`src/rtl/jdc_pkg.sv`:
```
package jdc_pkg;
  typedef enum logic [1:0] {
    ADV_NONE = 2'd0,
    ADV_RISE = 2'd1,
    ADV_FALL = 2'd2,
    ADV_BOTH = 2'd3
  } adv_kind_e;
endpackage

```
`src/rtl/jdc_edge_detect.sv`:
```
module jdc_edge_detect
  import jdc_pkg::*;
(
  input  logic      clk,
  input  logic      cnt_clk_i,
  input  logic      inhibit_i,
  output adv_kind_e kind_o
);
  logic clk_smp_q;
  logic inh_smp_q;

  // samples follow the pins in every cycle, reset included, so no false edge after reset
  always_ff @(posedge clk) begin
    clk_smp_q <= cnt_clk_i;
    inh_smp_q <= inhibit_i;
  end

  logic rise_hit;
  logic fall_hit;

  always_comb begin
    rise_hit = cnt_clk_i & ~clk_smp_q & ~inhibit_i;
    fall_hit = inh_smp_q & ~inhibit_i & cnt_clk_i;
    unique case ({fall_hit, rise_hit})
      2'b01:   kind_o = ADV_RISE;
      2'b10:   kind_o = ADV_FALL;
      2'b11:   kind_o = ADV_BOTH;
      default: kind_o = ADV_NONE;
    endcase
  end
endmodule

```
`src/rtl/jdc_decode.sv`:
```
module jdc_decode #(
  parameter int STAGES = 5,
  localparam int LINES = 2 * STAGES
) (
  input  logic [STAGES-1:0] state_i,
  output logic [LINES-1:0]  lines_o,
  output logic              carry_o,
  output logic              legal_o
);
  localparam int FULL = (1 << STAGES) - 1;

  logic [LINES-1:0] hit;

  for (genvar i = 0; i < LINES; i++) begin : g_line
    if (i == 0) begin : g_zero
      assign lines_o[i] = ~state_i[STAGES-1] & ~state_i[0];
    end else if (i < STAGES) begin : g_fill
      assign lines_o[i] = state_i[i-1] & ~state_i[i];
    end else if (i == STAGES) begin : g_full
      assign lines_o[i] = state_i[STAGES-1] & state_i[0];
    end else begin : g_drain
      assign lines_o[i] = state_i[i-STAGES] & ~state_i[i-STAGES-1];
    end

    localparam int CODE_INT = (i <= STAGES) ? ((1 << i) - 1)
                                            : ((FULL << (i - STAGES)) & FULL);
    localparam logic [STAGES-1:0] CODE = CODE_INT[STAGES-1:0];
    assign hit[i] = (state_i == CODE);
  end

  assign carry_o = ~state_i[STAGES-1];
  assign legal_o = |hit;
endmodule

```
`src/rtl/jdc_ring.sv`:
```
module jdc_ring
  import jdc_pkg::*;
#(
  parameter int STAGES = 5
) (
  input  logic              clk,
  input  logic              rst_n,
  input  logic              clear_i,
  input  adv_kind_e         kind_i,
  input  logic              legal_i,
  output logic [STAGES-1:0] state_q,
  output logic [STAGES-1:0] state_d
);
  always_comb begin
    if (!rst_n || clear_i) begin
      state_d = '0;
    end else if (kind_i != ADV_NONE) begin
      // an illegal pattern is folded back to zero on the next step
      state_d = legal_i ? {state_q[STAGES-2:0], ~state_q[STAGES-1]} : '0;
    end else begin
      state_d = state_q;
    end
  end

  always_ff @(posedge clk) begin
    state_q <= state_d;
  end
endmodule

```
`src/rtl/jdc_top.sv`:
```
module jdc_top
  import jdc_pkg::*;
#(
  parameter int STAGES = 5,
  localparam int LINES = 2 * STAGES
) (
  input  logic             clk,
  input  logic             rst_n,
  input  logic             cnt_clk_i,
  input  logic             inhibit_i,
  input  logic             clear_i,
  output logic [LINES-1:0] dec_o,
  output logic             carry_o
);
  adv_kind_e         kind;
  logic [STAGES-1:0] state_q;
  logic [STAGES-1:0] state_d;
  logic [LINES-1:0]  lines_cur;
  logic              carry_cur;
  logic              legal_cur;
  logic [LINES-1:0]  lines_nxt;
  logic              carry_nxt;
  logic              legal_nxt;

  jdc_edge_detect u_edge (
    .clk       (clk),
    .cnt_clk_i (cnt_clk_i),
    .inhibit_i (inhibit_i),
    .kind_o    (kind)
  );

  jdc_ring #(.STAGES(STAGES)) u_ring (
    .clk     (clk),
    .rst_n   (rst_n),
    .clear_i (clear_i),
    .kind_i  (kind),
    .legal_i (legal_cur),
    .state_q (state_q),
    .state_d (state_d)
  );

  // decode of the present state judges legality
  jdc_decode #(.STAGES(STAGES)) u_dec_cur (
    .state_i (state_q),
    .lines_o (lines_cur),
    .carry_o (carry_cur),
    .legal_o (legal_cur)
  );

  // decode of the next state feeds the output registers
  jdc_decode #(.STAGES(STAGES)) u_dec_nxt (
    .state_i (state_d),
    .lines_o (lines_nxt),
    .carry_o (carry_nxt),
    .legal_o (legal_nxt)
  );

  logic unused_ok;
  assign unused_ok = ^{lines_cur, carry_cur, legal_nxt};

  always_ff @(posedge clk) begin
    dec_o   <= lines_nxt;
    carry_o <= carry_nxt;
  end
endmodule

```
`config.mk`:
```
export PLATFORM = sky130hd
export DESIGN_NAME = jdc_top
export DESIGN_NICKNAME = d
export VERILOG_FILES = /design/src/rtl/jdc_pkg.sv /design/src/rtl/jdc_edge_detect.sv /design/src/rtl/jdc_decode.sv /design/src/rtl/jdc_ring.sv /design/src/rtl/jdc_top.sv
export SDC_FILE = /design/constraint.sdc
export NUM_CORES = 1
export LEC_CHECK = 0
export BUFFER_PORTS_ARGS = -buffer_cell sky130_fd_sc_hd__buf_2
export CELL_PAD_IN_SITES_DETAIL_PLACEMENT = 0
export CELL_PAD_IN_SITES_GLOBAL_PLACEMENT = 1
export CORE_AREA = 2 2 56 45
export DETAILED_ROUTE_END_ITERATION = 8
export DIE_AREA = 0 0 58 47
export HOLD_SLACK_MARGIN = 0.06
export PLACE_DENSITY_LB_ADDON = 0.1
export SLEW_MARGIN = 20
export SYNTH_ARGS = -nofsm -noshare
export SYNTH_HDL_FRONTEND = slang
export SYNTH_HIERARCHICAL = 1
export SYNTH_SLANG_ARGS = --single-unit
```
`constraint.sdc`:
```
create_clock -name clk -period 1.5 [get_ports clk]
set_input_delay 0 -clock clk [delete_from_list [all_inputs] [get_ports clk]]
set_output_delay 0 -clock clk [all_outputs]
set_load 0.03 [all_outputs]
```
=== Word level (Yosys, flattened, before mapping) ===
Index checks and enable logic that the tools add are counted.
W data, S select, Z words.

* Bits in registers: 18
* Bits of input ports: 5
* Output and inout bits: 11
* Logic and storage cells: 48

* Equality and inequality tests: 12
* Mux-type cells: 4
* Bitwise logic cells: 22
* Reductions and logical operators: 5

{| class="wikitable"
|+ Operator list
! kind !! number
|-
| $eq A5 B5 Y1 const B || 5
|-
| $mux W5 || 3
|-
| $and A1 B1 Y1 || 14
|-
| $reduce_or A10 Y1 || 1
|-
| $not A1 Y1 || 8
|-
| $pmux W2 S3 || 1
|-
| $eq A5 B1 Y1 const B || 1
|-
| $eq A5 B2 Y1 const B || 1
|-
| $eq A5 B3 Y1 const B || 1
|-
| $eq A5 B4 Y1 const B || 1
|-
| $logic_not A5 Y1 || 1
|-
| $eq A2 B2 Y1 const B || 2
|-
| $eq A2 B1 Y1 const B || 1
|-
| $reduce_bool A2 Y1 || 1
|-
| $logic_not A1 Y1 || 1
|-
| $logic_or A1 B1 Y1 || 1
|}

=== Depth between registers and ports, before layout ===
Gate-level depths: netlist of the first run.

* Depth in word-level cells: 10
* Gate-level depth with buffers: 7
* Gate-level depth less buffers: 7

=== Hierarchy ===
The synthesis of the first run kept the hierarchy.

{| class="wikitable"
|+ By module, submodules not included
! module !! instances !! cells an instance !! area an instance (µm²) !! sequential area each (µm²)
|-
| jdc_top || 1 || 11 || 220.2 || 220.2
|-
| jdc_decode || 2 || 15 || 103.8 || 0.0
|-
| jdc_ring || 1 || 23 || 192.7 || 100.1
|-
| jdc_edge_detect || 1 || 4 || 61.3 || 40.0
|}

=== Least setup slack after synthesis of the first run ===
OpenSTA, ideal clock, no wires.

* Path type: register to register
* From: register u_ring.state_q[4]
* To: register dec_o[9]
* Setup time: 0.065 ns
* Arrival: 1.482 ns
* Data required time: 1.435 ns
* Setup slack: -0.047 ns
* Cell stages (with the launch flop): 8
* Path buffers: 0
* Clock period less this slack: 1.547 ns
* Cells stage by stage: dfxtp_1 > inv_2 > nor3_2 > a2bb2oi_2 > nand3_1 > a21oi_1 > inv_2 > nor2_1

* Elaborated cells on any way between the ends: 16
* Those cells by class: 9 x eq/ne; 3 x mux; 2 x bitwise; 2 x reduce/logical

{| class="wikitable"
|+ RTL lines
! what !! line !! source
|-
| from (decl) || jdc_ring.sv:11 || <nowiki>output logic [STAGES-1:0] state_q,</nowiki>
|-
| from (signal assigned) || jdc_ring.sv:26 || <nowiki>state_q <= state_d;</nowiki>
|-
| $eq A5 B1 Y1, or another cell as far along || jdc_decode.sv:28 || <nowiki>assign hit[i] = (state_i == CODE);</nowiki>
|-
| $reduce_or A10 Y1 * || jdc_decode.sv:32 || <nowiki>assign legal_o = |hit;</nowiki>
|-
| net legal_cur || jdc_top.sv:20 || <nowiki>logic legal_cur;</nowiki>
|-
| $mux W5 * || jdc_ring.sv:19 || <nowiki>state_d = legal_i ? {state_q[STAGES-2:0], ~state_q[STAGES-1]} : '0;</nowiki>
|-
| $mux W5 * || jdc_ring.sv:17 || <nowiki>end else if (kind_i != ADV_NONE) begin</nowiki>
|-
| $mux W5 * || jdc_ring.sv:15 || <nowiki>if (!rst_n || clear_i) begin</nowiki>
|-
| net state_d[4] || jdc_top.sv:17 || <nowiki>logic [STAGES-1:0] state_d;</nowiki>
|-
| $and A1 B1 Y1 * || jdc_decode.sv:22 || <nowiki>assign lines_o[i] = state_i[i-STAGES] & ~state_i[i-STAGES-1];</nowiki>
|-
| net lines_nxt[9] || jdc_top.sv:21 || <nowiki>logic [LINES-1:0] lines_nxt;</nowiki>
|-
| to (signal assigned) || jdc_top.sv:62 || <nowiki>dec_o <= lines_nxt;</nowiki>
|-
| to (decl) || jdc_top.sv:12 || <nowiki>output logic [LINES-1:0] dec_o,</nowiki>
|}

Mark *: on every way through the listed nets, which the timed path passes. The rest lies on a longest branch.

=== Worst setup path in the final report of the first run ===
* From: register u_ring.state_q[2]
* To: register dec_o[5]

* Cells in the longest elaborated chain, start to end: 6
* Elaborated cells on any way between the ends: 15
* Those cells by class: 9 x eq/ne; 3 x mux; 1 x bitwise; 2 x reduce/logical

{| class="wikitable"
|+ Ends and longest elaborated chain
! what !! line !! source
|-
| $eq A5 B1 Y1, or another cell as far along || jdc_decode.sv:28 ||
|-
| $reduce_or A10 Y1 * || jdc_decode.sv:32 ||
|-
| net legal_cur || jdc_top.sv:20 ||
|-
| $mux W5 * || jdc_ring.sv:19 ||
|-
| $mux W5 * || jdc_ring.sv:17 ||
|-
| $mux W5 * || jdc_ring.sv:15 ||
|-
| net state_d[4] || jdc_top.sv:17 ||
|-
| $and A1 B1 Y1 * || jdc_decode.sv:20 || <nowiki>assign lines_o[i] = state_i[STAGES-1] & state_i[0];</nowiki>
|-
| net lines_nxt[5] || jdc_top.sv:21 ||
|}

Marked as above.

==> results of run 1 <==
worst max path at each step:
stage	start	to	slack, ns	cells after the start
CTS	u_ring/state_q[2]	dec_o[9]	0.001	8
finish	u_ring/state_q[2]	dec_o[5]	-0.02	7
detailed placement	u_ring/state_q[1]	dec_o[2]	-0.08	6
global placement	u_ring/state_q[1]	dec_o[2]	-0.03	6
floorplan	u_ring/state_q[2]	dec_o[5]	0.08	6
global route	u_ring/state_q[2]	dec_o[8]	-0.11	7
stage by stage:
step	total power (W)	worst slack (ns)	hold WS, ns	cells	util, %
6_report	0.0008164	-0.01693	0.1801	112	40.29
5_1_grt	0.0008458	-0.1149	0.1828	112	40.29
4_1_cts	0.0008224	0.001314	0.1306	112	38.28
3_5_place_dp	0.0005347	-0.08086	0.1313	106	35.34
3_3_place_gp	0.0005355	-0.03173	0.1273	106	35.34
2_1_floorplan	0.0005197	0.07629	0.02772	59	-
state kept, by name, indices dropped and copies added, names as in the netlist:
| name | flops |
|---|---|
| u_edge/inh_smp_q | 1 |
| carry_o | 1 |
| u_edge/clk_smp_q | 1 |
| u_ring/state_q | 5 |
| dec_o | 10 |
power groups by stage:
stage                     clock network, W  logic [W]  registers, W
after detailed placement                 0  0.0000373      0.000497
after global placement                   0  0.0000381      0.000497
after CTS                         0.000294  0.0000420      0.000486
after floorplan                          0  0.0000177      0.000502
final                             0.000286  0.0000439      0.000486
after global routing              0.000310  0.0000484      0.000487
per-layer routing:
metal	part of all wire [%]	global-route usage, %	vias to the layer above
met2	45	13.41	8
li1	-	-	250
met1	49	13.14	223
met4	1.0	6.977	0
met5	0	0	-
met3	4.9	2.755	2
placed cells by master, fill, tap and decap left out, types with 2 or more instances in the layout:
master                           n
sky130_fd_sc_hd__nor3_2          2
sky130_fd_sc_hd__nor2b_4         2
sky130_fd_sc_hd__clkbuf_4        3
sky130_fd_sc_hd__dfxtp_1        14
sky130_fd_sc_hd__buf_4           6
sky130_fd_sc_hd__nor2_2          3
sky130_fd_sc_hd__nor2b_1         7
sky130_fd_sc_hd__nand3_1         4
sky130_fd_sc_hd__dlygate4sd3_1   2
sky130_fd_sc_hd__buf_2          15
sky130_fd_sc_hd__nand2_1         5
sky130_fd_sc_hd__dfxtp_2         4
sky130_fd_sc_hd__nor2b_2         2
sky130_fd_sc_hd__a21oi_1         3
worst max-delay path: cells and delay by family, from the launching register on:
family | cells | cell delay, ns
flops | 1 | 0.35
compound gates | 2 | 0.40
simple gates | 4 | 0.57
buf+inv | 1 | 0.15
final cells by class:
| type | instances | share of cell area, % |
|---|---|---|
| Sequential cell | 18 | 41.65 |
| Multi-Input combinational cell | 39 | 32.24 |
| Timing Repair Buffer | 24 | 17.26 |
| Clock buffer | 4 | 4.137 |
| Tap cell | 25 | 3.566 |
| Inverter | 2 | 1.141 |
timing repair:
| item | 4_1_cts | 5_1_grt |
|---|---|---|
| setup endpoints to repair | 9 | 12 |
| gates resized for setup | 4 | 13 |
| hold buffers | 2 | 0 |
| endpoints found under the hold margin | 2 | 0 |
| pin swaps | 0 | 13 |
==> flow_summary.ini, run 1 <==
[cells_and_area]
final.fill_count = 220
multi_input_comb_area_sq_um = 282.8
number_of_antenna_repair_diodes = 0
drive_gt1_share_pct = 52.87
area_growth_syn_to_layout_pct = 43.65
ff_latch_area_sq_um = 365.4
design_area_sq_um = 877.1
finalNetCount = 93

[global_routing]
maximum_number_of_pins_on_one_net_before_global_route_repair = 11
grt_usage_pct = 9.731
grt-ovfl-total = 0
via_count_of_the_first_global_routing_pass = 440
global_route_wire_length_before_repair_mm = 1.883
antenna_found_initial = 0

[floorplan]
die_area_sq_um = 2726
floorplan.initialDensity_pct = 28.05
chipWidth_microns = 58
rows = 15
die_h_microns = 47
num_io_pins = 16
core-area_sq_um = 2177

[run_status]
run_status = finished, violations left
violated_checks = negative setup slack

[place]
dp.final_hpwl_microns = 829.8
port-buffer-count = 15
dpl_cell_area_sq_um = 769.5
gp_congestion = 0.6989

[detailed_routing]
drc_errors = 0
drt_iter0_drc = 3
first_pass_iters = 3
route.final.wire_length_mm = 1.166
num_vias = 483
routedWlPerCell_microns = 10.41
antenna_left = 0
detail_route.vias_per_cell = 4.313

[timing]
rsz_0062_raised_after_global_routing = true
finalCritPeriodShare_pct = 101.1
max_freq_mhz = 659.2
fin_ws_ns = -0.01693
clock-skew-final_ns = 0.005358
worst_slew_pin_slew_ns = 0.3211
final.setup.tns_ns = -0.02427
slew_headroom_pct = 78.59
hold_violations = 0
final_setup_violation_count = 2
slew_violations = 0
period_minus_slack_ns = 1.517

[clock_tree]
tritoncts_clock_tree = done
numCtsBuffers = 3
cts_root_buffer = sky130_fd_sc_hd__clkbuf_4
clkSinkCount = 18
htreeDepth = 1
clk_path_buf_depth = 2
clk_pin_slew_worst_paths_ns = 0.10
cts_setup_buffers = 0
clkLatencyLatePin_ns = 0.28

[hold_path]
hold_path_depth = 3
min_path_type = in2reg
min-delay-start = rst_n
timing.hold.worst_endpoint = u_ring/state_q[1]

[setup_path]
cp_cell_sequence = nor2b_1, nor3_2, a2bb2oi_2, nand3_1, a21oi_2, buf_6, and2_1
crit_path_end_kind = flip-flop
critical_path_required_ns = 1.74
worst_ep_arrival_time_ns = 1.75
setup.reg_to_reg.worst_slack_ns = -0.02
crit_path_max_incr_delay_ns = 0.35
cp_slowest_cell = sky130_fd_sc_hd__dfxtp_2
reg2reg_to = dec_o[5]
worst_setup_path_start_kind = flip-flop
worstReg2RegStart = u_ring/state_q[2]
criticalPathCategory = reg2reg
path_max_fanout = 5
worst_r2r_path_depth = 7

[power]
power_share_of_the_sequential_group_pct = 59.6
p_int_w = 0.0006521
p_sw_w = 0.0001643
pwr-share-comb_pct = 5.4
leakage_nw = 0.3793
clockPowerShare_pct = 35.1
sw_share_pct = 20.12
power.density_cell_area_nw_per_um2 = 930.7
power.ir.vdd_worst_uv = 533.4

[job]
cap_viol_max_count = 0

[synthesis]
synth.net_count = 64
synth.yosys.warnings = 6
synthesized_area_divided_by_synthesized_cell_count_sq_um = 10.35
synth_cells = 59
post_synthesis_instance_area_sq_um = 610.6
Note: power is estimated with default switching activity, not from simulation.
==> run 2: changes to the inputs <==
Settings changed: BUFFER_PORTS_ARGS -buffer_cell sky130_fd_sc_hd__buf_2 to default, DONT_BUFFER_PORTS from default to 1, RECOVER_POWER from default to 25.
==> flow_summary.ini, run 2 (synthesized netlist as in run 1, its figures left out) <==
[floorplan]
rows = 15
core-area_sq_um = 2177
die_h_microns = 47
chipWidth_microns = 58
num_io_pins = 16
die_area_sq_um = 2726
floorplan.initialDensity_pct = 28.05

[detailed_routing]
drt_iter0_drc = 5
first_pass_iters = 4
route.final.wire_length_mm = 1.186
drc_errors = 0
num_vias = 441
antenna_left = 0
detail_route.vias_per_cell = 4.455
routedWlPerCell_microns = 11.98

[setup_path]
reg2reg_to = dec_o[1]
crit_path_end_kind = flip-flop
cpMostUsedCell = sky130_fd_sc_hd__nor2b_4
criticalPathCategory = reg2reg
cp_cell_sequence = nor2b_4, nor3_2, a2bb2oi_2, nand3b_1, a21oi_2, buf_6, nor2b_4
setup.reg_to_reg.worst_slack_ns = -0.07
path_max_fanout = 5
crit_path_max_incr_delay_ns = 0.37
worst_setup_path_start_kind = flip-flop
worstReg2RegStart = u_ring/state_q[2]
critical_path_required_ns = 1.73
cp_slowest_cell = sky130_fd_sc_hd__dfxtp_4
worst_ep_arrival_time_ns = 1.81
worst_r2r_path_depth = 7

[cells_and_area]
final.fill_count = 219
flip_flop_count_of_the_largest_register_all_copies_and_words_added = 10
area_growth_syn_to_layout_pct = 36.48
final_core_utilization_pct = 38.28
top_register = dec_o
mostFrequentLayoutCell = sky130_fd_sc_hd__dfxtp_1
number_of_antenna_repair_diodes = 0
finalNetCount = 80
most_frequent_cells_in_the_layout = 15 x sky130_fd_sc_hd__dfxtp_1, 7 x sky130_fd_sc_hd__nor2b_1, 6 x sky130_fd_sc_hd__buf_4, 5 x sky130_fd_sc_hd__nand2_1
drive_gt1_share_pct = 44.59
regs_by_ff_count = dec_o x10, u_ring/state_q x5

[hold_path]
hold_path_depth = 3
min_path_type = in2reg
timing.hold.worst_endpoint = u_ring/state_q[3]
min-delay-start = rst_n

[timing]
rsz_0062_raised_after_global_routing = true
worst_slew_pin_slew_ns = 0.3014
final.setup.tns_ns = -0.3412
final_setup_violation_count = 10
clock-skew-final_ns = 0.01001
slew_violations = 0
max_freq_mhz = 635.0
fin_hold_ws_ns = 0.1381
fin_ws_ns = -0.07476
hold_violations = 0
slew_headroom_pct = 79.88
finalCritPeriodShare_pct = 105.0
period_minus_slack_ns = 1.575

[run_status]
run_status = finished, violations left
violated_checks = negative setup slack

[power]
power_share_of_the_sequential_group_pct = 59.9
p_int_w = 0.0006476
sw_share_pct = 20.75
pwr-share-comb_pct = 4.3
p_sw_w = 0.0001696
leakage_nw = 0.3205
power.density_cell_area_nw_per_um2 = 980.6
power.ir.vdd_worst_uv = 403.3
clockPowerShare_pct = 35.8
power.total_w = 0.0008172

[global_routing]
global_route_wire_length_before_repair_mm = 1.745
via_count_of_the_first_global_routing_pass = 362
antenna_found_initial = 0
grt-ovfl-total = 0
grt_usage_pct = 9.341
maximum_number_of_pins_on_one_net_before_global_route_repair = 11

[clock_tree]
clk_pin_slew_worst_paths_ns = 0.10
htreeDepth = 1
clkLatencyLatePin_ns = 0.29
numCtsBuffers = 3
clkSinkCount = 18
clk_path_buf_depth = 2
tritoncts_clock_tree = done
cts_root_buffer = sky130_fd_sc_hd__clkbuf_4

[place]
gp_congestion = 0.6727
port-buffer-count = 0
dp.final_hpwl_microns = 773.1
pre_cts_slack_ns = 0.0002304

[job]
cap_viol_max_count = 0
## run 2: changes by cell type in the layout (fill, tap and decap cells not counted), sizes merged
cell | before | now
buf | 22 | 9
## run 2: final cells by class
type                    instances  area (sq um)  share of cell area, %
clock buffers                   4         36.28                  4.354
inverters                       2         7.507                 0.9009
multi-input cells              39         292.8                  35.14
flip-flops and latches         18         366.6                  43.99
well taps                      25         31.28                  3.754
repair buffers                 11         98.84                  11.86
## run 2: metal layers
metal	track usage [%]	vias up	wire, microns
li1	-	224	-
met1	12.75	199	588
met2	11.14	13	510
met3	3.581	5	58
met4	8.372	0	28
met5	0	-	0
## run 2: power by group through the flow
stage | Clock, W | Sequential, W | Combinational [W]
5_1_grt | 0.000325 | 0.000490 | 0.0000383
3_3_place_gp | 0 | 0.000503 | 0.0000250
6_report | 0.000293 | 0.000489 | 0.0000352
3_5_place_dp | 0 | 0.000502 | 0.0000246
2_1_floorplan | 0 | 0.000502 | 0.0000177
4_1_cts | 0.000308 | 0.000491 | 0.0000288
## run 2: how the worst max path moves through the flow
stage                 startpoint        to  depth (start not counted)
6_report       u_ring/state_q[2]  dec_o[1]                          7
3_3_place_gp   u_ring/state_q[4]  dec_o[9]                          8
3_5_place_dp   u_ring/state_q[4]  dec_o[7]                          7
2_1_floorplan  u_ring/state_q[2]  dec_o[5]                          6
4_1_cts        u_ring/state_q[2]  dec_o[6]                          7
5_1_grt        u_ring/state_q[2]  dec_o[1]                          7
## run 2: what timing repair did
| action | in CTS | in global routing |
|---|---|---|
| endpoints found under the hold margin | 2 | 0 |
| hold buffers | 2 | 0 |
| pin swaps | 1 | 11 |
| endpoints found under the setup margin | 9 | 14 |
| setup buffers | 0 | 1 |
| resized for setup | 2 | 17 |
## run 2: through the flow
| step | std cells | cell area, sq um |
|---|---|---|
| finish | 99 | 833.3 |
| global route | 99 | 833.3 |
| CTS | 98 | 760.7 |
| detailed placement | 92 | 701.9 |
| global placement | 92 | 701.9 |
| floorplan | 59 | 610.6 |
## run 2: critical path: cells and delay by family, from the launching register on
kind / cells / cell delay, ns
AND/OR/NAND/NOR: 4 / 0.58
AO/OA/AOI/OAI: 2 / 0.43
flip-flops: 1 / 0.37
buffers and inverters: 1 / 0.13
